==> config.mk <==
export PLATFORM = sky130hd
export DESIGN_NAME = desc_csr_guard
export DESIGN_NICKNAME = d
export VERILOG_FILES = /design/src/rtl/dcsr_pkg.sv /design/src/rtl/dcsr_wr_filter.sv /design/src/rtl/dcsr_store.sv /design/src/rtl/dcsr_retire.sv /design/src/rtl/desc_csr_guard.sv
export SDC_FILE = /design/constraint.sdc
export NUM_CORES = 1
export LEC_CHECK = 0
export BUFFER_PORTS_ARGS = -buffer_cell sky130_fd_sc_hd__buf_2
export CAP_MARGIN = 40
export CORE_MARGIN = 10
export CORE_UTILIZATION = 38
export DETAILED_ROUTE_END_ITERATION = 7
export GPL_ROUTABILITY_DRIVEN = 0
export HOLD_SLACK_MARGIN = 0.03
export PLACE_DENSITY = 0.72
export SETUP_SLACK_MARGIN = 0.5
export SLEW_MARGIN = 20
export SYNTH_ARGS = -nofsm -noshare
export SYNTH_HDL_FRONTEND = slang
export SYNTH_SLANG_ARGS = --single-unit
==> constraint.sdc <==
create_clock -name clk -period 1 [get_ports clk]
set_clock_uncertainty 0.2 [all_clocks]
set_input_delay 0 -clock clk [delete_from_list [all_inputs] [get_ports clk]]
set_output_delay 0 -clock clk [all_outputs]
set_load 0.01 [all_outputs]
==> src/rtl/dcsr_pkg.sv <==
package dcsr_pkg;
  localparam int DONE_B = 0;
  localparam int LINK_B = 1;
  localparam int SG_B   = 2;
  localparam int TGT_LO = 3;
endpackage

==> src/rtl/dcsr_wr_filter.sv <==
module dcsr_wr_filter #(
  parameter int CSR_W = 16
) (
  input  logic [CSR_W-1:0] wr_data,
  input  logic             done_q,
  input  logic             retire,
  output logic [CSR_W-1:0] wr_filt
);
  import dcsr_pkg::*;
  logic late;
  // a write on or after completion cannot arm a dynamic request
  always_comb begin
    late    = done_q | retire;
    wr_filt = wr_data;
    if (late) begin
      wr_filt[LINK_B] = 1'b0;
      wr_filt[SG_B]   = 1'b0;
    end
  end
endmodule

==> src/rtl/dcsr_store.sv <==
module dcsr_store #(
  parameter int CSR_W = 16
) (
  input  logic             clk,
  input  logic             rst_n,
  input  logic             wr_en,
  input  logic [CSR_W-1:0] wr_filt,
  input  logic             start,
  input  logic             retire,
  output logic [CSR_W-1:0] word_q
);
  import dcsr_pkg::*;
  logic [CSR_W-1:0] word_d;
  always_comb begin
    word_d = word_q;
    if (wr_en) word_d = wr_filt;
    if (start)       word_d[DONE_B] = 1'b0;
    else if (retire) word_d[DONE_B] = 1'b1;
  end
  always_ff @(posedge clk) begin
    if (!rst_n) word_q <= '0;
    else        word_q <= word_d;
  end
endmodule

==> src/rtl/dcsr_retire.sv <==
module dcsr_retire #(
  parameter int CSR_W = 16,
  parameter int TGT_W = 4
) (
  input  logic             clk,
  input  logic             rst_n,
  input  logic             retire,
  input  logic [CSR_W-1:0] word_q,
  output logic             link_req,
  output logic [TGT_W-1:0] link_ch,
  output logic             sg_req
);
  import dcsr_pkg::*;
  localparam int TGT_HI = TGT_LO + TGT_W - 1;
  logic fire_link;
  assign fire_link = retire & word_q[LINK_B];
  always_ff @(posedge clk) begin
    if (!rst_n) begin
      link_req <= 1'b0;
      link_ch  <= '0;
      sg_req   <= 1'b0;
    end else begin
      link_req <= fire_link;
      link_ch  <= fire_link ? word_q[TGT_HI:TGT_LO] : '0;
      sg_req   <= retire & word_q[SG_B];
    end
  end
endmodule

==> src/rtl/desc_csr_guard.sv <==
module desc_csr_guard #(
  parameter int CSR_W = 16,
  parameter int TGT_W = 4
) (
  input  logic             clk,
  input  logic             rst_n,
  input  logic             wr_en,
  input  logic [CSR_W-1:0] wr_data,
  output logic [CSR_W-1:0] rd_data,
  input  logic             eng_start,
  input  logic             eng_retire,
  output logic             link_req,
  output logic [TGT_W-1:0] link_ch,
  output logic             sg_req
);
  import dcsr_pkg::*;
  logic [CSR_W-1:0] word_q;
  logic [CSR_W-1:0] wr_filt;

  dcsr_wr_filter #(.CSR_W(CSR_W)) u_filt (
    .wr_data(wr_data), .done_q(word_q[DONE_B]), .retire(eng_retire), .wr_filt(wr_filt)
  );
  dcsr_store #(.CSR_W(CSR_W)) u_store (
    .clk(clk), .rst_n(rst_n), .wr_en(wr_en), .wr_filt(wr_filt),
    .start(eng_start), .retire(eng_retire), .word_q(word_q)
  );
  dcsr_retire #(.CSR_W(CSR_W), .TGT_W(TGT_W)) u_ret (
    .clk(clk), .rst_n(rst_n), .retire(eng_retire), .word_q(word_q),
    .link_req(link_req), .link_ch(link_ch), .sg_req(sg_req)
  );
  assign rd_data = word_q;
endmodule

==> report_table.html, run 1 <==
<table>
<tr><th>Metric</th><th>Value</th></tr>
<tr><th colspan="2">Status</th></tr>
<tr><td>Run status</td><td>complete, but fails checks</td></tr>
<tr><td>Violations in the final reports</td><td>negative hold slack, negative setup slack</td></tr>
<tr><th colspan="2">Pwr</th></tr>
<tr><td>Clock share of power</td><td>27.9%</td></tr>
<tr><td>Total leakage power</td><td>about 0.00063 uW</td></tr>
<tr><td>Cell-internal power</td><td>between 1000 and 1500 uW</td></tr>
<tr><td>Switching share of total power</td><td>22.3%</td></tr>
<tr><td>Post-layout total power</td><td>1690 uW</td></tr>
<tr><td>Sequential share of power</td><td>56.1%</td></tr>
<tr><td>Net switching power of the design</td><td>378 uW</td></tr>
<tr><td>Pwr Density</td><td>1290 mW/mm2</td></tr>
<tr><td>Portion of total power attributed to combinational logic</td><td>15.9%</td></tr>
<tr><td>IR Drop Worst-Case VDD</td><td>882 uV</td></tr>
<tr><th colspan="2">Critical path</th></tr>
<tr><td>Slowest library cell on the worst path</td><td>dfxtp_2</td></tr>
<tr><td>Worst-case reg-to-reg path depth</td><td>2</td></tr>
<tr><td>Maximum single-stage delay on the critical path</td><td>between 0.3 and 0.4 ns</td></tr>
<tr><td>Type of element launching the critical path</td><td>flip-flop</td></tr>
<tr><td>CP max FO</td><td>4</td></tr>
<tr><td>Required time at the worst-slack endpoint</td><td>1.00 ns</td></tr>
<tr><td>Data arrival time of the critical path</td><td>~1.0 ns</td></tr>
<tr><td>Worst r2r src</td><td>u_store.word_q[0]</td></tr>
<tr><td>Worst reg2reg setup slack</td><td>-0.01 ns</td></tr>
<tr><td>Critical Path Sink Type</td><td>flip-flop</td></tr>
<tr><td>Class of the most critical setup path</td><td>flip-flop to flip-flop</td></tr>
<tr><td>Cell breakdown of the critical path</td><td>and4bb_1 -&gt; o21a_1</td></tr>
<tr><td>Reg-to-reg critical path endpoint</td><td>u_store.word_q[1]</td></tr>
<tr><th colspan="2">Timing</th></tr>
<tr><td>Unrepaired setup endpoints after global routing</td><td>yes</td></tr>
<tr><td>Peak clock frequency supported by timing</td><td>a little under 1000 MHz</td></tr>
<tr><td>Clock period minus final worst setup slack</td><td>a little over 1 ns</td></tr>
<tr><td>Tightest slew margin relative to the limit</td><td>between 80% and 90%</td></tr>
<tr><td>Max Transition Viols Final</td><td>0</td></tr>
<tr><td>Post-route clock period utilization</td><td>101%</td></tr>
<tr><td>Final-layout worst hold slack</td><td>-0.280 ns</td></tr>
<tr><td>Worst Setup Slack, final</td><td>-0.0115 ns</td></tr>
<tr><td>Fin. Hold Viols</td><td>22</td></tr>
<tr><td>Actual transition at the worst max-transition pin</td><td>~0.24 ns</td></tr>
<tr><td>Final Setup Violations</td><td>1</td></tr>
<tr><th colspan="2">Synth</th></tr>
<tr><td>Post-synthesis async set-or-reset flop share</td><td>0%</td></tr>
<tr><td>Syn Nets</td><td>89</td></tr>
<tr><td>Yosys warns</td><td>0</td></tr>
<tr><td>Most common cell in the synthesized netlist</td><td>dfxtp_1</td></tr>
<tr><td>Mean instance size in the synthesized netlist</td><td>about 12 um2</td></tr>
<tr><td>Number of distinct library cells after synthesis</td><td>16</td></tr>
<tr><td>Area of the mapped netlist</td><td>817 um2</td></tr>
<tr><td>Leading post-synthesis cells by cell area</td><td>dfxtp_1 54%, mux2i_1 17%, nor2b_1 10%</td></tr>
<tr><td>Number of enable-type register cells in the synthesized netlist</td><td>0</td></tr>
<tr><td>Gate count of the mapped netlist</td><td>68</td></tr>
<tr><td>Share of the synthesized area in the top cell type</td><td>53.9%</td></tr>
<tr><td>Post-synthesis sequential area ratio</td><td>53.9%</td></tr>
<tr><td>Post-synthesis sequential element count</td><td>22</td></tr>
<tr><td>Dominant cell type by area after synthesis</td><td>dfxtp_1</td></tr>
<tr><td>Top cell types by occurrence after synthesis</td><td>22 x dfxtp_1, 14 x mux2i_1, 13 x nor2b_1</td></tr>
<tr><td>Primary flip-flop cell chosen by synthesis mapping</td><td>dfxtp_1</td></tr>
<tr><th colspan="2">Placed design</th></tr>
<tr><td>Quantity of I/O buffers inserted on ports</td><td>42</td></tr>
<tr><td>Worst setup slack after placement</td><td>0.00489 ns</td></tr>
<tr><td>Count of placed standard cells including taps</td><td>137</td></tr>
<tr><td>HPWL reported at the end of detailed placement</td><td>1.57 mm</td></tr>
<tr><th colspan="2">Cells and area</th></tr>
<tr><td>Total number of nets in the final design</td><td>139</td></tr>
<tr><td>Area growth from synthesis to layout</td><td>60.8%</td></tr>
<tr><td>Antenna Diode Count</td><td>0</td></tr>
<tr><td>Post-route core utilization</td><td>65.6%</td></tr>
<tr><td>Proportion of layout cells with a drive suffix above 1</td><td>70.9%</td></tr>
<tr><td>Number of cells in the finished layout apart from fillers</td><td>144</td></tr>
<tr><td>Fill cell instance count of the final layout</td><td>roughly 160</td></tr>
<tr><th colspan="2">Die</th></tr>
<tr><td>Top-level I/O count</td><td>between 40 and 50</td></tr>
<tr><td>Chip Width</td><td>66.4 um</td></tr>
<tr><td>Starting utilization of the core area</td><td>40.8%</td></tr>
<tr><td>Placement row count</td><td>16</td></tr>
<tr><td>Core region area</td><td>0.00200 mm2</td></tr>
<tr><td>Y dimension of the die</td><td>66.4 um</td></tr>
<tr><td>Area of the die</td><td>between 0.004 and 0.005 mm2</td></tr>
<tr><th colspan="2">Routing</th></tr>
<tr><td>Average routed wire per standard cell</td><td>13.7 um</td></tr>
<tr><td>Via-per-instance ratio</td><td>4.33</td></tr>
<tr><td>Number of DRC violations after detailed-routing iteration 0</td><td>3</td></tr>
<tr><td>Number of DRC violations after detailed routing</td><td>0</td></tr>
<tr><td>Via count of the routed design</td><td>approximately 620</td></tr>
<tr><td>Total length of routed wires</td><td>just under 2 mm</td></tr>
<tr><td>Antenna-violating nets left</td><td>0</td></tr>
<tr><td>First drt pass iteration count</td><td>3</td></tr>
<tr><th colspan="2">Min path</th></tr>
<tr><td>Endpoint with the worst hold slack</td><td>u_store.word_q[0]</td></tr>
<tr><td>Path type of the worst min-delay path</td><td>input pin to flip-flop</td></tr>
<tr><td>Number of cells on the worst hold path</td><td>3</td></tr>
<tr><td>Hold path start</td><td>eng_start</td></tr>
<tr><th colspan="2">Clock tree</th></tr>
<tr><td>Num CTS Buffers</td><td>3</td></tr>
<tr><td>Clock transition at the register clock pins on the worst setup and hold paths after CTS</td><td>about 0.12 ns</td></tr>
<tr><td>Clock root buffer</td><td>clkbuf_4</td></tr>
<tr><td>Clock tree from TritonCTS</td><td>done</td></tr>
<tr><td>Number of sinks driven by the clock tree</td><td>22</td></tr>
<tr><td>Worst skew pair latency</td><td>~0.29 ns</td></tr>
<tr><td>Level count of the clock H-tree</td><td>1</td></tr>
<tr><td>CTS Buffer Depth</td><td>2</td></tr>
<tr><th colspan="2">Global routing</th></tr>
<tr><td>Initial antenna violation count</td><td>0</td></tr>
<tr><td>First-pass GRT wire length</td><td>about 3.1 mm</td></tr>
<tr><td>Overall overflow remaining after global route</td><td>0</td></tr>
<tr><td>Maximum number of pins on one net before global-route repair</td><td>13</td></tr>
<tr><td>Overall Global Routing Usage</td><td>9.11%</td></tr>
<tr><td>Via count of the first global-routing pass</td><td>650</td></tr>
<tr><th colspan="2">Job</th></tr>
<tr><td>Number of violations of the max-capacitance limit</td><td>0</td></tr>
</table>
area by class of cell:
type                    count  area [um2]  area share (%)
repair buffers             49         420            32.0
inverters                   1        3.75           0.286
flip-flops and latches     22         468            35.6
well taps                  27        33.8            2.57
multi-input cells          41         352            26.8
clock buffers               4        36.3            2.76
layer usage:
| metal | vias up | global-route usage (%) | part of all wire [%] |
|---|---|---|---|
| met5 | - | 0 | 0 |
| met4 | 0 | 3.93 | 0.96 |
| met3 | 2 | 3.73 | 9.5 |
| met2 | 19 | 15.3 | 52 |
| met1 | 280 | 9.78 | 37 |
| li1 | 322 | - | - |
sequential cells by signal (all words and copies together), names as in the netlist:
name and cells:
u_ret.link_ch 4, u_ret.sg_req 1, u_store.word_q 16, u_ret.link_req 1
metrics by stage:
stage               setup TNS, ns  instance area [um2]
floorplan                       0                  852
global placement                0                 1090
detailed placement              0                 1090
CTS                       -0.0261                 1300
global route               -0.126                 1310
finish                    -0.0115                 1310
how the worst max path moves through the flow:
stage,slack (ns),cells after the start,to,start
finish,-0.01,2,u_store.word_q[1],u_store.word_q[0]
global route,-0.05,2,u_store.word_q[1],u_store.word_q[0]
CTS,-0.02,1,rd_data[0],u_store.word_q[0]
detailed placement,0.005,2,u_store.word_q[2],u_store.word_q[0]
global placement,0.02,2,u_store.word_q[1],u_store.word_q[0]
floorplan,0.03,2,u_store.word_q[1],u_store.word_q[0]
power groups by stage:
| stage | combinational [uW] | sequential (uW) | clock (uW) |
|---|---|---|---|
| floorplan | 103 | 977 | 0 |
| CTS | 271 | 950 | 498 |
| global route | 295 | 956 | 522 |
| detailed placement | 218 | 961 | 0 |
| global placement | 213 | 958 | 0 |
| finish | 270 | 950 | 473 |
logic make-up after synthesis:
family / count (synthesis) / synth area share (%)
DFF: 22 / 53.9
buffers and inverters: 5 / 5.67
AOI/OAI and AO/OA: 3 / 2.45
and+or+nand+nor: 24 / 20.8
muxes: 14 / 17.2
worst max-delay path, delay by kind of cell, from the launching register on:
| family | cells | cell delay [ns] |
|---|---|---|
| AOI/OAI and AO/OA | 1 | 0.17 |
| DFF | 1 | 0.37 |
| and+or+nand+nor | 1 | 0.18 |
timing repair:
item	CTS	global route
pin swaps	5	3
endpoints found under the hold margin	22	22
cloned	0	0
resized for setup	26	4
buffers inserted	3	0
endpoints found under the setup margin	44	44
placed cells by master (no fill, tap or decap):
master and n:
and2b_4 2, buf_4 4, and4bb_1 1, buf_12 1, clkbuf_4 3, nor4bb_2 1
and2_1 2, clkbuf_8 1, nor2b_1 13, or2b_2 1, a21oi_1 1, o21a_1 2
dfxtp_2 22, buf_6 24, mux2i_1 14, and2_4 2, inv_1 1, buf_2 20
and3_4 2
No activity file was read; power rests on OpenSTA's default activity.
==> run 2: changes to the inputs <==
- ABC_AREA: unset -> 1
- CORE_UTILIZATION: 38 -> 37
- SLEW_MARGIN: 20 -> unset
==> report_table.html, run 2 <==
<table>
<tr><th>Metric</th><th>Value</th></tr>
<tr><th colspan="2">Synth</th></tr>
<tr><td>Most common cell in the synthesized netlist</td><td>nor2_1</td></tr>
<tr><td>Post-synthesis async set-or-reset flop share</td><td>0%</td></tr>
<tr><td>Mean instance size in the synthesized netlist</td><td>about 8.1 um2</td></tr>
<tr><td>Leading post-synthesis cells by cell area</td><td>dfxtp_1 58%, nor2_1 17%, o21ai_0 7.8%</td></tr>
<tr><td>Syn Nets</td><td>around 120</td></tr>
<tr><td>Post-synthesis sequential element count</td><td>22</td></tr>
<tr><td>Number of enable-type register cells in the synthesized netlist</td><td>0</td></tr>
<tr><td>Primary flip-flop cell chosen by synthesis mapping</td><td>dfxtp_1</td></tr>
<tr><td>Post-synthesis sequential area ratio</td><td>57.5%</td></tr>
<tr><td>Number of distinct library cells after synthesis</td><td>12</td></tr>
<tr><td>Yosys warns</td><td>0</td></tr>
<tr><td>Top cell types by occurrence after synthesis</td><td>35 x nor2_1, 22 x dfxtp_1, 12 x o21ai_0</td></tr>
<tr><td>Gate count of the mapped netlist</td><td>95</td></tr>
<tr><td>Area of the mapped netlist</td><td>766 um2</td></tr>
<tr><td>Dominant cell type by area after synthesis</td><td>dfxtp_1</td></tr>
<tr><td>Share of the synthesized area in the top cell type</td><td>57.5%</td></tr>
<tr><th colspan="2">Placed design</th></tr>
<tr><td>HPWL reported at the end of detailed placement</td><td>between 1.5 and 2 mm</td></tr>
<tr><td>Count of placed standard cells including taps</td><td>between 150 and 200</td></tr>
<tr><td>Quantity of I/O buffers inserted on ports</td><td>between 40 and 50</td></tr>
<tr><th colspan="2">Critical path</th></tr>
<tr><td>Data arrival time of the critical path</td><td>just under 0.8 ns</td></tr>
<tr><td>Worst-case reg-to-reg path depth</td><td>3</td></tr>
<tr><td>Slowest library cell on the worst path</td><td>dfxtp_2</td></tr>
<tr><td>Worst reg2reg setup slack</td><td>0.07 ns</td></tr>
<tr><td>Class of the most critical setup path</td><td>flip-flop to output pin</td></tr>
<tr><td>Type of element launching the critical path</td><td>flip-flop</td></tr>
<tr><td>Reg-to-reg critical path endpoint</td><td>u_ret.link_ch[3]</td></tr>
<tr><td>Cell breakdown of the critical path</td><td>buf_6</td></tr>
<tr><td>Launch point of the worst path</td><td>u_store.word_q[12]</td></tr>
<tr><td>CP max FO</td><td>2</td></tr>
<tr><td>Maximum single-stage delay on the critical path</td><td>around 0.37 ns</td></tr>
<tr><td>Last element of the critical path</td><td>rd_data[12]</td></tr>
<tr><td>Worst r2r src</td><td>u_store.word_q[1]</td></tr>
<tr><td>CP Depth</td><td>1</td></tr>
<tr><td>Kind of cell adding the most delay to the critical path</td><td>flip-flops</td></tr>
<tr><td>Critical Path Sink Type</td><td>output pin</td></tr>
<tr><td>Worst path bufs/invs</td><td>1</td></tr>
<tr><td>Required time at the worst-slack endpoint</td><td>0.80 ns</td></tr>
<tr><th colspan="2">Cells and area</th></tr>
<tr><td>Register ranked first by flip-flop count</td><td>u_store.word_q</td></tr>
<tr><td>Post-route core utilization</td><td>67.3%</td></tr>
<tr><td>Number of cells in the finished layout apart from fillers</td><td>around 170</td></tr>
<tr><td>Area growth from synthesis to layout</td><td>72.5%</td></tr>
<tr><td>Top Registers</td><td>u_store.word_q (16), u_ret.link_ch (4)</td></tr>
<tr><td>Fill cell instance count of the final layout</td><td>about 170</td></tr>
<tr><td>Proportion of layout cells with a drive suffix above 1</td><td>65.5%</td></tr>
<tr><td>Max FFs per register</td><td>16</td></tr>
<tr><td>Most frequent cells in the layout</td><td>30 x nor2_1, 30 x buf_6, 22 x dfxtp_2</td></tr>
<tr><td>Total number of nets in the final design</td><td>167</td></tr>
<tr><td>Antenna Diode Count</td><td>0</td></tr>
<tr><th colspan="2">Global routing</th></tr>
<tr><td>Via count of the first global-routing pass</td><td>796</td></tr>
<tr><td>Maximum number of pins on one net before global-route repair</td><td>21</td></tr>
<tr><td>Overall Global Routing Usage</td><td>a little over a tenth</td></tr>
<tr><td>First-pass GRT wire length</td><td>3.66 mm</td></tr>
<tr><td>Overall overflow remaining after global route</td><td>0</td></tr>
<tr><td>Most congested layer reported by global routing</td><td>met2</td></tr>
<tr><td>Initial antenna violation count</td><td>0</td></tr>
<tr><td>Global routing met3 resource utilization</td><td>around 2.7%</td></tr>
<tr><td>Met2 track demand over resource in global routing</td><td>roughly a fifth</td></tr>
<tr><td>Grt met1 use</td><td>9.74%</td></tr>
<tr><th colspan="2">Clock tree</th></tr>
<tr><td>CTS Buffer Depth</td><td>2</td></tr>
<tr><td>Clock tree from TritonCTS</td><td>done</td></tr>
<tr><td>Clock root buffer</td><td>clkbuf_4</td></tr>
<tr><td>Num CTS Buffers</td><td>3</td></tr>
<tr><td>Number of sinks driven by the clock tree</td><td>22</td></tr>
<tr><td>Worst skew pair latency</td><td>0.31 ns</td></tr>
<tr><td>Clock transition at the register clock pins on the worst setup and hold paths after CTS</td><td>~0.12 ns</td></tr>
<tr><td>Level count of the clock H-tree</td><td>1</td></tr>
<tr><th colspan="2">Routing</th></tr>
<tr><td>Via-per-instance ratio</td><td>roughly 4.5</td></tr>
<tr><td>Number of DRC violations after detailed-routing iteration 0</td><td>23</td></tr>
<tr><td>Average routed wire per standard cell</td><td>14.1 um</td></tr>
<tr><td>Total length of routed wires</td><td>between 2 and 2.5 mm</td></tr>
<tr><td>First drt pass iteration count</td><td>4</td></tr>
<tr><td>Number of DRC violations after detailed routing</td><td>0</td></tr>
<tr><td>Via count of the routed design</td><td>~770</td></tr>
<tr><td>Antenna-violating nets left</td><td>0</td></tr>
<tr><th colspan="2">Status</th></tr>
<tr><td>Violations in the final reports</td><td>negative hold slack</td></tr>
<tr><td>Run status</td><td>complete, but fails checks</td></tr>
<tr><th colspan="2">Die</th></tr>
<tr><td>Core region area</td><td>0.00196 mm2</td></tr>
<tr><td>Area of the die</td><td>0.00429 mm2</td></tr>
<tr><td>Y dimension of the die</td><td>65.5 um</td></tr>
<tr><td>Starting utilization of the core area</td><td>39.0%</td></tr>
<tr><td>Top-level I/O count</td><td>43</td></tr>
<tr><td>Placement row count</td><td>16</td></tr>
<tr><td>Chip Width</td><td>roughly 65 um</td></tr>
<tr><th colspan="2">Timing</th></tr>
<tr><td>Post-route clock period utilization</td><td>99.1%</td></tr>
<tr><td>Max Transition Viols Final</td><td>0</td></tr>
<tr><td>Actual transition at the worst max-transition pin</td><td>0.430 ns</td></tr>
<tr><td>Peak clock frequency supported by timing</td><td>1010 MHz</td></tr>
<tr><td>Final-layout worst hold slack</td><td>-0.295 ns</td></tr>
<tr><td>Fin. Hold Viols</td><td>22</td></tr>
<tr><td>Clock period minus final worst setup slack</td><td>between 0.9 and 1 ns</td></tr>
<tr><td>Final Setup Violations</td><td>0</td></tr>
<tr><td>Tightest slew margin relative to the limit</td><td>a little over 70%</td></tr>
<tr><td>Unrepaired setup endpoints after global routing</td><td>yes</td></tr>
<tr><th colspan="2">Pwr</th></tr>
<tr><td>Pwr Density</td><td>1370 mW/mm2</td></tr>
<tr><td>Total leakage power</td><td>0.000622 uW</td></tr>
<tr><td>IR Drop Worst-Case VDD</td><td>slightly below 900 uV</td></tr>
<tr><th colspan="2">Min path</th></tr>
<tr><td>Path type of the worst min-delay path</td><td>input pin to flip-flop</td></tr>
<tr><th colspan="2">Job</th></tr>
<tr><td>Number of violations of the max-capacitance limit</td><td>0</td></tr>
</table>
run 2: power by group:
group          total, uW  switching, uW  internal, uW  leakage (uW)
Clock                492            270           222     0.0000210
Combinational        341            151           190      0.000412
Sequential           973           39.9           933      0.000189
run 2: cell type report:
class / count / area [um2] / share of cell area, %
clock buffers: 4 / 36.3 / 2.75
inverters: 9 / 33.8 / 2.56
multi-input cells: 59 / 304 / 23.0
flip-flops and latches: 22 / 468 / 35.4
well taps: 27 / 33.8 / 2.56
repair buffers: 51 / 445 / 33.7
run 2: logic make-up (layout without fill, tap and decap cells):
group,count (synthesis),count (layout),share of synthesized area (%)
buf+inv,14,64,10.3
compound gates,17,17,11.1
flops,22,22,57.5
simple gates,42,42,21.1
run 2: worst min-delay path by stage:
stage / startpoint / cells after the start / slack [ns] / end
floorplan: rst_n / 2 / -0.10 / u_ret.sg_req
global placement: wr_data[9] / 3 / 0.03 / u_store.word_q[9]
detailed placement: wr_data[10] / 3 / 0.03 / u_store.word_q[10]
CTS: wr_data[5] / 3 / -0.31 / u_store.word_q[5]
global route: wr_data[11] / 3 / -0.30 / u_store.word_q[11]
finish: wr_data[10] / 3 / -0.30 / u_store.word_q[10]
run 2: per-stage QoR:
stage	cell area (um2)	setup slack, ns	total power (uW)	TNS [ns]
after floorplan	801	0.175	1100	0
after global placement	1010	0.0411	1190	0
after detailed placement	1010	0.0109	1200	0
after CTS	1290	0.00383	1790	0
after global routing	1320	-0.0216	1880	-0.116
final	1320	0.00884	1810	0
run 2: what timing repair did:
| action | in CTS | in global routing |
|---|---|---|
| hold endpoints to repair | 22 | 22 |
| setup endpoints to repair | 44 | 44 |
| gates resized for setup | 37 | 8 |
| pin swaps | 8 | 7 |
| setup buffers | 7 | 1 |
| cloned | 0 | 0 |
run 2: metal layers:
layer	vias up	share of wire, %
li1	394	-
met1	342	36
met2	25	57
met3	6	4.8
met4	0	2.4
met5	-	0
==> run 3: changes to the inputs <==
- BUFFER_PORTS_ARGS: -buffer_cell sky130_fd_sc_hd__buf_2 -> unset
- CORE_UTILIZATION: 37 -> 51
- DONT_BUFFER_PORTS: unset -> 1
- PLACE_DENSITY: 0.72 -> 0.69
- SLEW_MARGIN: unset -> 10
==> report_table.html, run 3 (synthesis gave the netlist of run 2 again) <==
<table>
<tr><th>Metric</th><th>Value</th></tr>
<tr><th colspan="2">Routing</th></tr>
<tr><td>Antenna-violating nets left</td><td>0</td></tr>
<tr><td>Via-per-instance ratio</td><td>5.22</td></tr>
<tr><td>First drt pass iteration count</td><td>4</td></tr>
<tr><td>Number of DRC violations after detailed-routing iteration 0</td><td>4</td></tr>
<tr><td>Average routed wire per standard cell</td><td>16.5 um</td></tr>
<tr><td>Number of DRC violations after detailed routing</td><td>0</td></tr>
<tr><td>Total length of routed wires</td><td>1.80 mm</td></tr>
<tr><td>Via count of the routed design</td><td>569</td></tr>
<tr><th colspan="2">Die</th></tr>
<tr><td>Top-level I/O count</td><td>43</td></tr>
<tr><td>Y dimension of the die</td><td>58.8 um</td></tr>
<tr><td>Area of the die</td><td>0.00345 mm2</td></tr>
<tr><td>Core region area</td><td>between 0.001 and 0.0015 mm2</td></tr>
<tr><td>Chip Width</td><td>58.8 um</td></tr>
<tr><td>Starting utilization of the core area</td><td>56.7%</td></tr>
<tr><td>Placement row count</td><td>13</td></tr>
<tr><th colspan="2">Cells and area</th></tr>
<tr><td>Most frequent cells in the layout</td><td>30 x nor2_1, 12 x dfxtp_4, 10 x dfxtp_2</td></tr>
<tr><td>Top Registers</td><td>u_store.word_q (16), u_ret.link_ch (4)</td></tr>
<tr><td>Register ranked first by flip-flop count</td><td>u_store.word_q</td></tr>
<tr><td>Most common cell after layout, fill and taps aside</td><td>nor2_1</td></tr>
<tr><td>Antenna Diode Count</td><td>0</td></tr>
<tr><td>Proportion of layout cells with a drive suffix above 1</td><td>43.6%</td></tr>
<tr><td>Area growth from synthesis to layout</td><td>17.2%</td></tr>
<tr><td>Max FFs per register</td><td>16</td></tr>
<tr><td>Total number of nets in the final design</td><td>between 100 and 150</td></tr>
<tr><th colspan="2">Timing</th></tr>
<tr><td>Fin. Hold Viols</td><td>22</td></tr>
<tr><td>Final TNS setup</td><td>0 ns</td></tr>
<tr><td>Worst Setup Slack, final</td><td>0.0778 ns</td></tr>
<tr><td>Peak clock frequency supported by timing</td><td>around 1100 MHz</td></tr>
<tr><td>Max Transition Viols Final</td><td>0</td></tr>
<tr><td>Tightest slew margin relative to the limit</td><td>85.2%</td></tr>
<tr><td>Actual transition at the worst max-transition pin</td><td>0.221 ns</td></tr>
<tr><td>Clock period minus final worst setup slack</td><td>0.922 ns</td></tr>
<tr><td>Final Setup Violations</td><td>0</td></tr>
<tr><td>Post-route clock period utilization</td><td>92.2%</td></tr>
<tr><td>Final-layout worst hold slack</td><td>-0.438 ns</td></tr>
<tr><td>Unrepaired setup endpoints after global routing</td><td>yes</td></tr>
<tr><th colspan="2">Clock tree</th></tr>
<tr><td>Number of sinks driven by the clock tree</td><td>22</td></tr>
<tr><td>Num CTS Buffers</td><td>3</td></tr>
<tr><td>Worst skew pair latency</td><td>approximately 0.30 ns</td></tr>
<tr><td>Post-CTS Repair Setup Buffers</td><td>0</td></tr>
<tr><td>Clock tree from TritonCTS</td><td>done</td></tr>
<tr><td>Clock root buffer</td><td>clkbuf_4</td></tr>
<tr><td>CTS Buffer Depth</td><td>2</td></tr>
<tr><td>Level count of the clock H-tree</td><td>1</td></tr>
<tr><td>Clock transition at the register clock pins on the worst setup and hold paths after CTS</td><td>0.12 ns</td></tr>
<tr><th colspan="2">Critical path</th></tr>
<tr><td>Critical Path Sink Type</td><td>flip-flop</td></tr>
<tr><td>Data arrival time of the critical path</td><td>0.96 ns</td></tr>
<tr><td>Class of the most critical setup path</td><td>flip-flop to flip-flop</td></tr>
<tr><td>Required time at the worst-slack endpoint</td><td>1.04 ns</td></tr>
<tr><td>Type of element launching the critical path</td><td>flip-flop</td></tr>
<tr><td>CP max FO</td><td>3</td></tr>
<tr><td>Worst reg2reg setup slack</td><td>0.08 ns</td></tr>
<tr><th colspan="2">Global routing</th></tr>
<tr><td>Via count of the first global-routing pass</td><td>610</td></tr>
<tr><td>Overall overflow remaining after global route</td><td>0</td></tr>
<tr><td>Overall Global Routing Usage</td><td>10.7%</td></tr>
<tr><td>Initial antenna violation count</td><td>0</td></tr>
<tr><td>First-pass GRT wire length</td><td>around 2.8 mm</td></tr>
<tr><td>Maximum number of pins on one net before global-route repair</td><td>21</td></tr>
<tr><th colspan="2">Status</th></tr>
<tr><td>Run status</td><td>complete, but fails checks</td></tr>
<tr><td>Violations in the final reports</td><td>negative hold slack</td></tr>
<tr><th colspan="2">Placed design</th></tr>
<tr><td>Quantity of I/O buffers inserted on ports</td><td>0</td></tr>
<tr><td>HPWL reported at the end of detailed placement</td><td>between 1 and 1.5 mm</td></tr>
<tr><td>Worst setup slack after placement</td><td>0.114 ns</td></tr>
<tr><th colspan="2">Pwr</th></tr>
<tr><td>Pwr Density</td><td>1940 mW/mm2</td></tr>
<tr><td>IR Drop Worst-Case VDD</td><td>1110 uV</td></tr>
<tr><td>Total leakage power</td><td>0.000364 uW</td></tr>
<tr><th colspan="2">Job</th></tr>
<tr><td>Number of violations of the max-capacitance limit</td><td>0</td></tr>
<tr><th colspan="2">Min path</th></tr>
<tr><td>Path type of the worst min-delay path</td><td>input pin to flip-flop</td></tr>
</table>
run 3: cell type report:
cell class | instances | area, um2
fill | 121 | 453
tap | 15 | 18.8
multi-input combinational | 59 | 294
clock inverter | 1 | 30.0
inverter | 9 | 33.8
sequential | 22 | 498
clock buffer | 3 | 22.5
run 3: metrics by stage:
step | utilization (%) | power, uW | cell area (um2) | hold WS (ns) | cells
global placement | 57.4 | 1090 | 774 | -0.113 | 105
finish | 66.5 | 1740 | 897 | -0.438 | 109
detailed placement | 57.4 | 1100 | 774 | -0.112 | 105
floorplan | - | 1100 | 801 | -0.100 | 95
global route | 66.5 | 1820 | 897 | -0.456 | 109
CTS | 62.9 | 1760 | 850 | -0.449 | 109
run 3: worst max-delay path, cell delays in order (launching register included):
cell	delay [ns]
dfxtp_4	0.38
nor2_2	0.10
nand2_1	0.06
a21oi_1	0.12
run 3: timing repair:
item,in CTS,in global routing
hold endpoints to repair,22,22
pin swaps,0,0
gates cloned,0,0
endpoints found under the setup margin,44,44
gates resized for setup,8,16
run 3: final timing paths:
path	startpoint	end	cells after the start
setup / recovery	u_store.word_q[0]	u_store.word_q[1]	3
hold / removal	wr_en	u_store.word_q[1]	1
setup reg to reg	u_store.word_q[0]	u_store.word_q[1]	3
hold reg to reg	u_store.word_q[2]	u_ret.sg_req	2
run 3: metal layers:
layer	up-vias	wire length, um	track usage (%)
met1	249	650	10.9
met3	4	246	6.22
met2	25	864	16.7
met5	-	0	0
li1	291	-	-
met4	0	36	5.90
run 3: where the power goes:
part | internal [uW] | switching (uW)
logic | 42.3 | 46.6
clock network | 405 | 267
registers | 918 | 63.5
total | 1370 | 377
